<file path="config.mk">
export PLATFORM = sky130hd
export DESIGN_NAME = nand_probe_seq
export DESIGN_NICKNAME = d
export VERILOG_FILES = /design/src/rtl/nand_probe_pkg.sv /design/src/rtl/nand_bus_cycle.sv /design/src/rtl/nand_status_poll.sv /design/src/rtl/nand_param_capture.sv /design/src/rtl/nand_probe_seq.sv
export SDC_FILE = /design/constraint.sdc
export NUM_CORES = 1
export LEC_CHECK = 0
export ABC_AREA = 1
export BUFFER_PORTS_ARGS = -buffer_cell sky130_fd_sc_hd__buf_2
export CORE_ASPECT_RATIO = 1.5
export CORE_UTILIZATION = 60
export CTS_CLUSTER_DIAMETER = 50
export DETAILED_ROUTE_END_ITERATION = 12
export GPL_ROUTABILITY_DRIVEN = 0
export HOLD_SLACK_MARGIN = 0.1
export PLACE_DENSITY = 0.91
export SETUP_SLACK_MARGIN = 0.15
export SYNTH_ARGS = -nofsm -noshare
export SYNTH_HDL_FRONTEND = slang
export SYNTH_SLANG_ARGS = --single-unit
export TNS_END_PERCENT = 5
</file>
<file path="constraint.sdc">
create_clock -name clk_i -period 7.9 [get_ports clk_i]
set_clock_uncertainty 0.2 [all_clocks]
set_input_delay 1.185 -clock clk_i [delete_from_list [all_inputs] [get_ports clk_i]]
set_output_delay 1.185 -clock clk_i [all_outputs]
set_load 0.01 [all_outputs]
</file>
<file path="src/rtl/nand_probe_pkg.sv">
package nand_probe_pkg;

  localparam int unsigned DQ_W = 8;

  typedef enum logic [1:0] {BUS_CMD, BUS_ADDR, BUS_READ} bus_kind_e;

  typedef enum logic [3:0] {
    ST_IDLE, ST_RST_CMD, ST_RST_POLL, ST_ID_CMD, ST_ID_ADDR, ST_ID_RD,
    ST_SIG_CMD, ST_SIG_ADDR, ST_SIG_RD, ST_PP_CMD, ST_PP_ADDR, ST_PP_POLL,
    ST_PP_DOUT, ST_PP_RD, ST_FINISH
  } probe_st_e;

  typedef struct packed {
    logic [7:0]  mfr;
    logic        bus16;
    logic [31:0] page_bytes;
    logic [15:0] spare_bytes;
    logic [31:0] pages_per_blk;
    logic [31:0] blks_per_lun;
    logic [7:0]  lun_cnt;
    logic [7:0]  ecc_bits;
    logic [7:0]  model;
  } geom_t;

  localparam logic [7:0] OP_RESET  = 8'hFF;
  localparam logic [7:0] OP_STATUS = 8'h70;
  localparam logic [7:0] OP_IDENT  = 8'h90;
  localparam logic [7:0] OP_PARAM  = 8'hEC;
  localparam logic [7:0] OP_DOUT   = 8'h00;
  localparam logic [7:0] AD_ID     = 8'h00;
  localparam logic [7:0] AD_SIG    = 8'h20;

  localparam int unsigned OFF_BUSW  = 6;
  localparam int unsigned OFF_MODEL = 49;
  localparam int unsigned OFF_MFR   = 64;
  localparam int unsigned OFF_PAGE  = 80;
  localparam int unsigned OFF_SPARE = 84;
  localparam int unsigned OFF_PPB   = 92;
  localparam int unsigned OFF_BPL   = 96;
  localparam int unsigned OFF_LUNS  = 100;
  localparam int unsigned OFF_ECC   = 112;

endpackage

</file>
<file path="src/rtl/nand_bus_cycle.sv">
module nand_bus_cycle
  import nand_probe_pkg::*;
(
  input  logic            clk_i,
  input  logic            rst_ni,
  input  logic            req_i,
  input  bus_kind_e       kind_i,
  input  logic [DQ_W-1:0] wdata_i,
  output logic            ack_o,
  output logic [DQ_W-1:0] rdata_o,
  output logic [DQ_W-1:0] dq_o,
  input  logic [DQ_W-1:0] dq_i,
  output logic            dq_oe_o,
  output logic            cle_o,
  output logic            ale_o,
  output logic            we_no,
  output logic            re_no
);
  typedef enum logic [1:0] {B_IDLE, B_LOW, B_HIGH} bst_e;

  bst_e            st_q;
  bus_kind_e       kind_q;
  logic [DQ_W-1:0] wdata_q, rdata_q;
  logic            active;

  always_ff @(posedge clk_i or negedge rst_ni) begin
    if (!rst_ni) begin
      st_q    <= B_IDLE;
      kind_q  <= BUS_READ;
      wdata_q <= '0;
      rdata_q <= '0;
    end else begin
      case (st_q)
        B_IDLE: if (req_i) begin
          kind_q  <= kind_i;
          wdata_q <= wdata_i;
          st_q    <= B_LOW;
        end
        B_LOW: begin
          if (kind_q == BUS_READ) rdata_q <= dq_i;
          st_q <= B_HIGH;
        end
        default: st_q <= B_IDLE;
      endcase
    end
  end

  assign active  = (st_q != B_IDLE);
  assign ack_o   = (st_q == B_HIGH);
  assign rdata_o = rdata_q;
  assign dq_o    = wdata_q;
  assign dq_oe_o = active && (kind_q != BUS_READ);
  assign cle_o   = active && (kind_q == BUS_CMD);
  assign ale_o   = active && (kind_q == BUS_ADDR);
  assign we_no   = !((st_q == B_LOW) && (kind_q != BUS_READ));
  assign re_no   = !((st_q == B_LOW) && (kind_q == BUS_READ));
endmodule

</file>
<file path="src/rtl/nand_status_poll.sv">
module nand_status_poll
  import nand_probe_pkg::*;
#(
  parameter int unsigned POLL_READS = 1000
) (
  input  logic            clk_i,
  input  logic            rst_ni,
  input  logic            start_i,
  output logic            req_o,
  output bus_kind_e       kind_o,
  output logic [DQ_W-1:0] wdata_o,
  input  logic            ack_i,
  input  logic            rdy_i,
  input  logic            fail_i,
  output logic            done_o,
  output logic            ok_o
);
  localparam int unsigned RD_W = $clog2(POLL_READS + 1);

  typedef enum logic [1:0] {P_IDLE, P_CMD, P_READ} pst_e;

  pst_e            st_q;
  logic            inflt_q;
  logic [RD_W-1:0] rd_cnt_q;

  assign req_o   = (st_q != P_IDLE) && !inflt_q;
  assign kind_o  = (st_q == P_CMD) ? BUS_CMD : BUS_READ;
  assign wdata_o = OP_STATUS;

  always_ff @(posedge clk_i or negedge rst_ni) begin
    if (!rst_ni) begin
      st_q     <= P_IDLE;
      inflt_q  <= 1'b0;
      rd_cnt_q <= '0;
      done_o   <= 1'b0;
      ok_o     <= 1'b0;
    end else begin
      done_o <= 1'b0;
      if (req_o) inflt_q <= 1'b1;
      case (st_q)
        P_IDLE: if (start_i) begin
          st_q     <= P_CMD;
          rd_cnt_q <= '0;
        end
        P_CMD: if (ack_i) begin
          inflt_q <= 1'b0;
          st_q    <= P_READ;
        end
        default: if (ack_i) begin
          inflt_q <= 1'b0;
          if (rdy_i) begin
            done_o <= 1'b1;
            ok_o   <= !fail_i;
            st_q   <= P_IDLE;
          end else if (rd_cnt_q == RD_W'(POLL_READS - 1)) begin
            done_o <= 1'b1;
            ok_o   <= 1'b0;
            st_q   <= P_IDLE;
          end else begin
            rd_cnt_q <= rd_cnt_q + 1'b1;
          end
        end
      endcase
    end
  end
endmodule

</file>
<file path="src/rtl/nand_param_capture.sv">
module nand_param_capture
  import nand_probe_pkg::*;
#(
  parameter int unsigned IDX_W = 7
) (
  input  logic             clk_i,
  input  logic             rst_ni,
  input  logic             clr_i,
  input  logic             wr_i,
  input  logic [IDX_W-1:0] idx_i,
  input  logic [DQ_W-1:0]  byte_i,
  output geom_t            geom_o
);
  localparam int unsigned WD_W = IDX_W - 2;

  logic [WD_W-1:0] word;
  logic [1:0]      lane;

  assign word = idx_i[IDX_W-1:2];
  assign lane = idx_i[1:0];

  always_ff @(posedge clk_i or negedge rst_ni) begin
    if (!rst_ni) begin
      geom_o <= '0;
    end else if (clr_i) begin
      geom_o <= '0;
    end else if (wr_i) begin
      if (idx_i == IDX_W'(OFF_BUSW))  geom_o.bus16    <= byte_i[0];
      if (idx_i == IDX_W'(OFF_MODEL)) geom_o.model    <= byte_i;
      if (idx_i == IDX_W'(OFF_MFR))   geom_o.mfr      <= byte_i;
      if (idx_i == IDX_W'(OFF_LUNS))  geom_o.lun_cnt  <= byte_i;
      if (idx_i == IDX_W'(OFF_ECC))   geom_o.ecc_bits <= byte_i;
      // 4-byte fields sit on 4-byte boundaries; low index bits pick the lane
      if (word == WD_W'(OFF_PAGE / 4)) geom_o.page_bytes[8*lane +: 8]    <= byte_i;
      if (word == WD_W'(OFF_PPB / 4))  geom_o.pages_per_blk[8*lane +: 8] <= byte_i;
      if (word == WD_W'(OFF_BPL / 4))  geom_o.blks_per_lun[8*lane +: 8]  <= byte_i;
      if (word == WD_W'(OFF_SPARE / 4) && !lane[1])
        geom_o.spare_bytes[8*lane[0] +: 8] <= byte_i;
    end
  end
endmodule

</file>
<file path="src/rtl/nand_probe_seq.sv">
module nand_probe_seq
  import nand_probe_pkg::*;
#(
  parameter int unsigned POLL_READS  = 1000,
  parameter int unsigned RESET_POLLS = 60,
  parameter int unsigned PAGE_LEN    = 116,
  parameter int unsigned N_IDS       = 4,
  parameter logic [N_IDS*8-1:0] KNOWN_IDS = {8'hDA, 8'hF1, 8'hDC, 8'hA1}
) (
  input  logic        clk_i,
  input  logic        rst_ni,
  input  logic        start_i,
  output logic        done_o,
  output logic        found_o,
  output logic        onfi_o,
  output logic [7:0]  mfr_id_o,
  output logic        bus16_o,
  output logic [31:0] page_bytes_o,
  output logic [15:0] spare_bytes_o,
  output logic [31:0] pages_per_blk_o,
  output logic [31:0] blks_per_lun_o,
  output logic [7:0]  lun_cnt_o,
  output logic [7:0]  ecc_bits_o,
  output logic [7:0]  model_o,
  output logic [7:0]  nand_dq_o,
  input  logic [7:0]  nand_dq_i,
  output logic        nand_dq_oe_o,
  output logic        nand_cle_o,
  output logic        nand_ale_o,
  output logic        nand_we_no,
  output logic        nand_re_no
);
  localparam int unsigned CNT_W = $clog2(PAGE_LEN);
  localparam int unsigned ATT_W = $clog2(RESET_POLLS + 1);

  probe_st_e        st_q;
  logic             inflt_q, poll_run_q;
  logic [CNT_W-1:0] cnt_q;
  logic [ATT_W-1:0] att_q;
  logic [7:0]       id_byte_q;
  logic             id_seen_q, sig_ok_q, all_ff_q;
  logic             busy;

  logic             is_op, is_poll, seq_req, poll_start;
  bus_kind_e        seq_kind;
  logic [DQ_W-1:0]  seq_wdata;

  logic             bus_req, bus_ack;
  bus_kind_e        bus_kind;
  logic [DQ_W-1:0]  bus_wdata, bus_rdata;

  logic             p_req, p_done, p_ok;
  bus_kind_e        p_kind;
  logic [DQ_W-1:0]  p_wdata;

  logic             cap_clr, cap_wr;
  geom_t            geom;
  logic [N_IDS-1:0] id_eq;
  logic             id_hit, sig_ok_nx, all_ff_nx, last_sig, last_page;

  function automatic logic [7:0] sig_char(input logic [1:0] i);
    case (i)
      2'd0:    return 8'h4F;
      2'd1:    return 8'h4E;
      2'd2:    return 8'h46;
      default: return 8'h49;
    endcase
  endfunction

  for (genvar g = 0; g < N_IDS; g++) begin : g_id
    assign id_eq[g] = id_seen_q && (id_byte_q == KNOWN_IDS[8*g +: 8]);
  end
  assign id_hit = |id_eq;

  assign busy    = (st_q != ST_IDLE);
  assign is_poll = (st_q == ST_RST_POLL) || (st_q == ST_PP_POLL);
  assign is_op   = busy && !is_poll && (st_q != ST_FINISH);
  assign seq_req = is_op && !inflt_q;
  assign poll_start = is_poll && !poll_run_q;

  always_comb begin
    seq_kind  = BUS_READ;
    seq_wdata = OP_DOUT;
    case (st_q)
      ST_RST_CMD:                seq_kind = BUS_CMD;
      ST_ID_CMD, ST_SIG_CMD:     begin seq_kind = BUS_CMD;  seq_wdata = OP_IDENT; end
      ST_ID_ADDR:                begin seq_kind = BUS_ADDR; seq_wdata = AD_ID;    end
      ST_SIG_ADDR:               begin seq_kind = BUS_ADDR; seq_wdata = AD_SIG;   end
      ST_PP_CMD:                 begin seq_kind = BUS_CMD;  seq_wdata = OP_PARAM; end
      ST_PP_ADDR:                seq_kind = BUS_ADDR;
      ST_PP_DOUT:                seq_kind = BUS_CMD;
      default:                   ;
    endcase
    if (st_q == ST_RST_CMD) seq_wdata = OP_RESET;
  end

  assign bus_req   = is_poll ? p_req   : seq_req;
  assign bus_kind  = is_poll ? p_kind  : seq_kind;
  assign bus_wdata = is_poll ? p_wdata : seq_wdata;

  assign sig_ok_nx = sig_ok_q && (bus_rdata == sig_char(cnt_q[1:0]));
  assign all_ff_nx = all_ff_q && (bus_rdata == 8'hFF);
  assign last_sig  = (cnt_q == CNT_W'(3));
  assign last_page = (cnt_q == CNT_W'(PAGE_LEN - 1));

  assign cap_wr  = (st_q == ST_PP_RD) && bus_ack;
  assign cap_clr = ((st_q == ST_IDLE) && start_i) ||
                   ((st_q == ST_FINISH) && !(sig_ok_q && !all_ff_q));

  always_ff @(posedge clk_i or negedge rst_ni) begin
    if (!rst_ni) begin
      st_q       <= ST_IDLE;
      inflt_q    <= 1'b0;
      poll_run_q <= 1'b0;
      cnt_q      <= '0;
      att_q      <= '0;
      id_byte_q  <= '0;
      id_seen_q  <= 1'b0;
      sig_ok_q   <= 1'b0;
      all_ff_q   <= 1'b1;
      done_o     <= 1'b0;
      found_o    <= 1'b0;
      onfi_o     <= 1'b0;
    end else begin
      done_o <= 1'b0;
      if (seq_req) inflt_q <= 1'b1;
      if (poll_start) poll_run_q <= 1'b1;
      if (is_op && bus_ack) inflt_q <= 1'b0;
      case (st_q)
        ST_IDLE: if (start_i) begin
          st_q      <= ST_RST_CMD;
          inflt_q   <= 1'b0;
          att_q     <= '0;
          id_seen_q <= 1'b0;
          sig_ok_q  <= 1'b0;
          all_ff_q  <= 1'b1;
          found_o   <= 1'b0;
          onfi_o    <= 1'b0;
        end
        ST_RST_CMD:  if (bus_ack) st_q <= ST_RST_POLL;
        ST_RST_POLL: if (p_done) begin
          poll_run_q <= 1'b0;
          if (p_ok)                                  st_q <= ST_ID_CMD;
          else if (att_q == ATT_W'(RESET_POLLS - 1)) st_q <= ST_SIG_CMD;
          else                                       att_q <= att_q + 1'b1;
        end
        ST_ID_CMD:  if (bus_ack) st_q <= ST_ID_ADDR;
        ST_ID_ADDR: if (bus_ack) begin st_q <= ST_ID_RD; cnt_q <= '0; end
        ST_ID_RD: if (bus_ack) begin
          if (cnt_q == CNT_W'(1)) begin id_byte_q <= bus_rdata; id_seen_q <= 1'b1; end
          cnt_q <= cnt_q + 1'b1;
          if (last_sig) st_q <= ST_SIG_CMD;
        end
        ST_SIG_CMD:  if (bus_ack) st_q <= ST_SIG_ADDR;
        ST_SIG_ADDR: if (bus_ack) begin st_q <= ST_SIG_RD; cnt_q <= '0; sig_ok_q <= 1'b1; end
        ST_SIG_RD: if (bus_ack) begin
          sig_ok_q <= sig_ok_nx;
          cnt_q    <= cnt_q + 1'b1;
          if (last_sig) st_q <= sig_ok_nx ? ST_PP_CMD : ST_FINISH;
        end
        ST_PP_CMD:  if (bus_ack) st_q <= ST_PP_ADDR;
        ST_PP_ADDR: if (bus_ack) st_q <= ST_PP_POLL;
        ST_PP_POLL: if (p_done) begin poll_run_q <= 1'b0; st_q <= ST_PP_DOUT; end
        ST_PP_DOUT: if (bus_ack) begin st_q <= ST_PP_RD; cnt_q <= '0; all_ff_q <= 1'b1; end
        ST_PP_RD: if (bus_ack) begin
          all_ff_q <= all_ff_nx;
          cnt_q    <= cnt_q + 1'b1;
          if (last_page) st_q <= ST_FINISH;
        end
        default: begin
          done_o  <= 1'b1;
          onfi_o  <= sig_ok_q && !all_ff_q;
          found_o <= id_hit || (sig_ok_q && !all_ff_q);
          st_q    <= ST_IDLE;
        end
      endcase
    end
  end

  nand_bus_cycle u_bus (
    .clk_i   (clk_i),
    .rst_ni  (rst_ni),
    .req_i   (bus_req),
    .kind_i  (bus_kind),
    .wdata_i (bus_wdata),
    .ack_o   (bus_ack),
    .rdata_o (bus_rdata),
    .dq_o    (nand_dq_o),
    .dq_i    (nand_dq_i),
    .dq_oe_o (nand_dq_oe_o),
    .cle_o   (nand_cle_o),
    .ale_o   (nand_ale_o),
    .we_no   (nand_we_no),
    .re_no   (nand_re_no)
  );

  nand_status_poll #(.POLL_READS(POLL_READS)) u_poll (
    .clk_i   (clk_i),
    .rst_ni  (rst_ni),
    .start_i (poll_start),
    .req_o   (p_req),
    .kind_o  (p_kind),
    .wdata_o (p_wdata),
    .ack_i   (bus_ack && is_poll),
    .rdy_i   (bus_rdata[6]),
    .fail_i  (bus_rdata[0]),
    .done_o  (p_done),
    .ok_o    (p_ok)
  );

  nand_param_capture #(.IDX_W(CNT_W)) u_cap (
    .clk_i  (clk_i),
    .rst_ni (rst_ni),
    .clr_i  (cap_clr),
    .wr_i   (cap_wr),
    .idx_i  (cnt_q),
    .byte_i (bus_rdata),
    .geom_o (geom)
  );

  assign mfr_id_o        = geom.mfr;
  assign bus16_o         = geom.bus16;
  assign page_bytes_o    = geom.page_bytes;
  assign spare_bytes_o   = geom.spare_bytes;
  assign pages_per_blk_o = geom.pages_per_blk;
  assign blks_per_lun_o  = geom.blks_per_lun;
  assign lun_cnt_o       = geom.lun_cnt;
  assign ecc_bits_o      = geom.ecc_bits;
  assign model_o         = geom.model;
endmodule

</file>
==> impl_results.md <==
- Crit end category: flip-flop
- Post-CTS sizing: 0
- CTS buffer count: 20
- RR Endpoint: st_q[1]$_DFFE_PN0P_
- R2R Setup Slk: between 3 and 4 ns
- Core ar.: 0.0163 mm2
- Pwr Total: about 4.1 mW
- CTS root buf: clkbuf_16
- Critical path peak fanout: 28
- Fin. max-slew vios: 0
- Fin cells: ~1,600
- Slowest stage cell, crit path: dfrtp_1
- Ranking of synthesized cells by area: dfrtp_1 52%, nand2_1 16%, nand3_1 8.5%, nor2_1 4.2%, nand4_1 3.4%
- Number of post-CTS setup repair buffers: 0
- Number of global-route vias before repair: between 8,000 and 9,000
- Initial antenna violation count: 0
- Sw frac: around 43%
- Area grow syn2layout: 14.9%
- Cell Area, Synth: just over 0.01 mm2
- Final hold slack: roughly 0.26 ns
- Layout cell share with drive strength beyond 1: approximately 17%
- Row cnt: between 50 and 60
- Crit path required time: 8.09 ns
- F_max: 233 MHz
- Yosys reg bits: roughly 210
- # IOs: between 150 and 200
- Hold_buf cts: 0
- # diodes: 0
- Int Power: between 2 and 2.5 mW
- Final Critical Period: approximately 4.3 ns
- Startpoint types: flip-flop
- Initial Util: roughly three fifths
- Reg2Reg Depth: 11
- Power density cells: approximately 350 mW/mm2
- HP Class: flip-flop to flip-flop
- DRT antenna net count: 0
- Inst Count DP: between 1,500 and 2,000
- Sequential fraction of design power: 38.1%
- Mapped Nets: roughly 1,300
- Netlist cell types: 41
- Worst slack, placed: 3.87 ns
- Top-area cell type share of the netlist area: 52.0%
- Setup TNS after final layout: 0 ns
- Sequential area share after synthesis: 52.5%
- Final setup viols: 0
- Crit path kind: flip-flop to flip-flop
- WP data arrival: 4.49 ns
- Yosys top cell by area: dfrtp_1
- Largest net degree at the start of global routing: ~130
- Post-DP Area: 0.0109 mm2
- Global-route wire length before repair: between 40,000 and 50,000 um
- Die X: about 110 um
- Power share of the clock group: approximately a quarter
- Status: complete, no violations
- Full die area: about 0.017 mm2
- Clock sinks: about 210
- Final worst-path setup slack: 3.60 ns
- Most instantiated cells after synthesis: 425 x nand2_1, 209 x dfrtp_1, 170 x nand3_1
- Synth Instances: 1,254
- Avg Cell Area, Syn: approximately 8.0 um2
- Vias per std cell: about 5.8
- RSZ-0062 raised after global routing: no
- Clock transition at the registers of the reported paths: 0.07 ns
- Synth Flop Type: dfrtp_1
- Crit path largest cell delay: around 0.9 ns
- Worst path bufs/invs: 2
- Pleak: roughly 6.4 nW
- Gr usage total: 31.4%
- Post-synth ARST share: 100%
- Post-DP HPWL: approximately 19,000 um
- Design area: 0.0116 mm2
- Sw power: 1.77 mW
- H-tree depth reported by CTS: 1
- Final worst-path cycle share: ~54%
- Post-route DRC: 0
- Worst vdd ir: approximately 0.22 mV
- Starting DRC count in detailed routing: 888
- IO Port Bufs: roughly 170
- Skew-Pair Late Insertion Delay: around 0.51 ns
- Via count: roughly 9,300
- Max Cap Violations: 0
- Clock buffer depth: 3
- Worst R2R Start: cnt_q[0]$_DFFE_PN0P_
- YS warnings: 0
- Crit path top cell by count: nand2_1
- Hold Crit Depth: 2
- Relative slew slack: 31.8%
- Utilization after layout: a little over two thirds
- Grt total ovfl: 0
- Drt total wl: roughly 27,000 um
- Chip height: between 150 and 200 um
- Crit path cell chain: clkinv_1, ha_1, clkinv_1, nand2_1, nand2_1, nor2_1, nand3_1, nand2_1, nand3_1, nand2_1, nand2_1
- Post-layout net count: 1,412
- Post-synth EDFFs: 0
- Fin. Hold Viols: 0
- CTS tree: built
- Cell with the most instances after synthesis: nand2_1
- Least-Margin Pin Slew: 1.02 ns
- Logic pwr share: between 30% and 40%
- Routed wire per std cell: ~17 um
- Hold Path Sink: u_cap.geom_o[87]$_DFFE_PN0P_
- Hold Startpoint: u_cap.geom_o[87]$_DFFE_PN0P_
- TritonRoute pass-1 iters: 6
- Family with the most delay on the worst path: buffers and inverters
==> metal layers <==
metal  track usage [%]  wire length [um]  vias up
li1                  -                 -     4372
met5                 0                 0        -
met2              55.6             14000      436
met4              12.5              1140        0
met1              39.1             10300     4434
met3              3.08              1440       94
==> logic make-up (layout without fill, tap and decap cells) <==
group           Yosys count  count (layout)  share of synthesized area, %
xor+xnor                  8               8                         0.696
buf+inv                 122             275                          5.62
flops                   211             211                          52.5
simple gates            807             807                          35.0
compound gates           98              98                          5.19
fa+ha+maj                 8               8                         0.995
==> cell usage in the layout (no fill, tap or decap), types with 5 or more instances in the layout <==
| cell type | instances |
|---|---|
| a21oi_1 | 19 |
| buf_2 | 170 |
| clkbuf_16 | 20 |
| dfrtp_1 | 209 |
| ha_1 | 8 |
| inv_1 | 58 |
| inv_2 | 5 |
| nand2_1 | 425 |
| nand2_2 | 14 |
| nand3_1 | 170 |
| nand4_1 | 55 |
| nor2_1 | 112 |
| nor2_2 | 7 |
| nor3_1 | 11 |
| o21ai_0 | 25 |
| o21ai_1 | 42 |
==> registers in the layout, indices dropped and copies added, names as in the netlist, 4 cells and up, named ones only <==
signal	count
id_byte_q	8
u_bus.dq_o	6
cnt_q	7
u_cap.geom_o	145
att_q	6
st_q	4
u_bus.rdata_o	8
u_poll.rd_cnt_q	10
==> power groups by stage <==
| stage | clock (mW) | sequential (mW) | combinational [mW] |
|---|---|---|---|
| 2_1_floorplan | 0 | 1.54 | 1.07 |
| 3_3_place_gp | 0 | 1.55 | 1.44 |
| 3_5_place_dp | 0 | 1.55 | 1.49 |
| 4_1_cts | 1.02 | 1.54 | 1.50 |
| 5_1_grt | 1.06 | 1.57 | 1.69 |
| 6_report | 1.00 | 1.55 | 1.52 |
==> layout make-up <==
cell class	count	area [um2]
sequential	211	5280
fill	1287	4770
multi-input combinational	921	4210
timing repair buffer	172	872
clock buffer	25	529
tap	206	258
inverter	67	254
clock inverter	11	154
==> worst reg2reg max path, cell delays in order, from the launching register on <==
cell	delay, ns
dfrtp_1	0.90
clkinv_1	0.87
ha_1	0.90
clkinv_1	0.56
nand2_1	0.20
nand2_1	0.06
nor2_1	0.12
nand3_1	0.08
nand2_1	0.09
nand3_1	0.07
nand2_1	0.08
nand2_1	0.05
==> how the worst max path moves through the flow <==
stage	slack, ns	cells past startpoint	end	from
2_1_floorplan	5.23	14	st_q[1]$_DFFE_PN0P_	cnt_q[0]$_DFFE_PN0P_
3_3_place_gp	4.09	11	st_q[1]$_DFFE_PN0P_	cnt_q[0]$_DFFE_PN0P_
3_5_place_dp	3.87	11	st_q[1]$_DFFE_PN0P_	cnt_q[0]$_DFFE_PN0P_
4_1_cts	3.80	11	st_q[1]$_DFFE_PN0P_	cnt_q[0]$_DFFE_PN0P_
5_1_grt	3.34	11	st_q[1]$_DFFE_PN0P_	cnt_q[0]$_DFFE_PN0P_
6_report	3.60	11	st_q[1]$_DFFE_PN0P_	cnt_q[0]$_DFFE_PN0P_
Note: power is estimated with default switching activity, not from simulation.
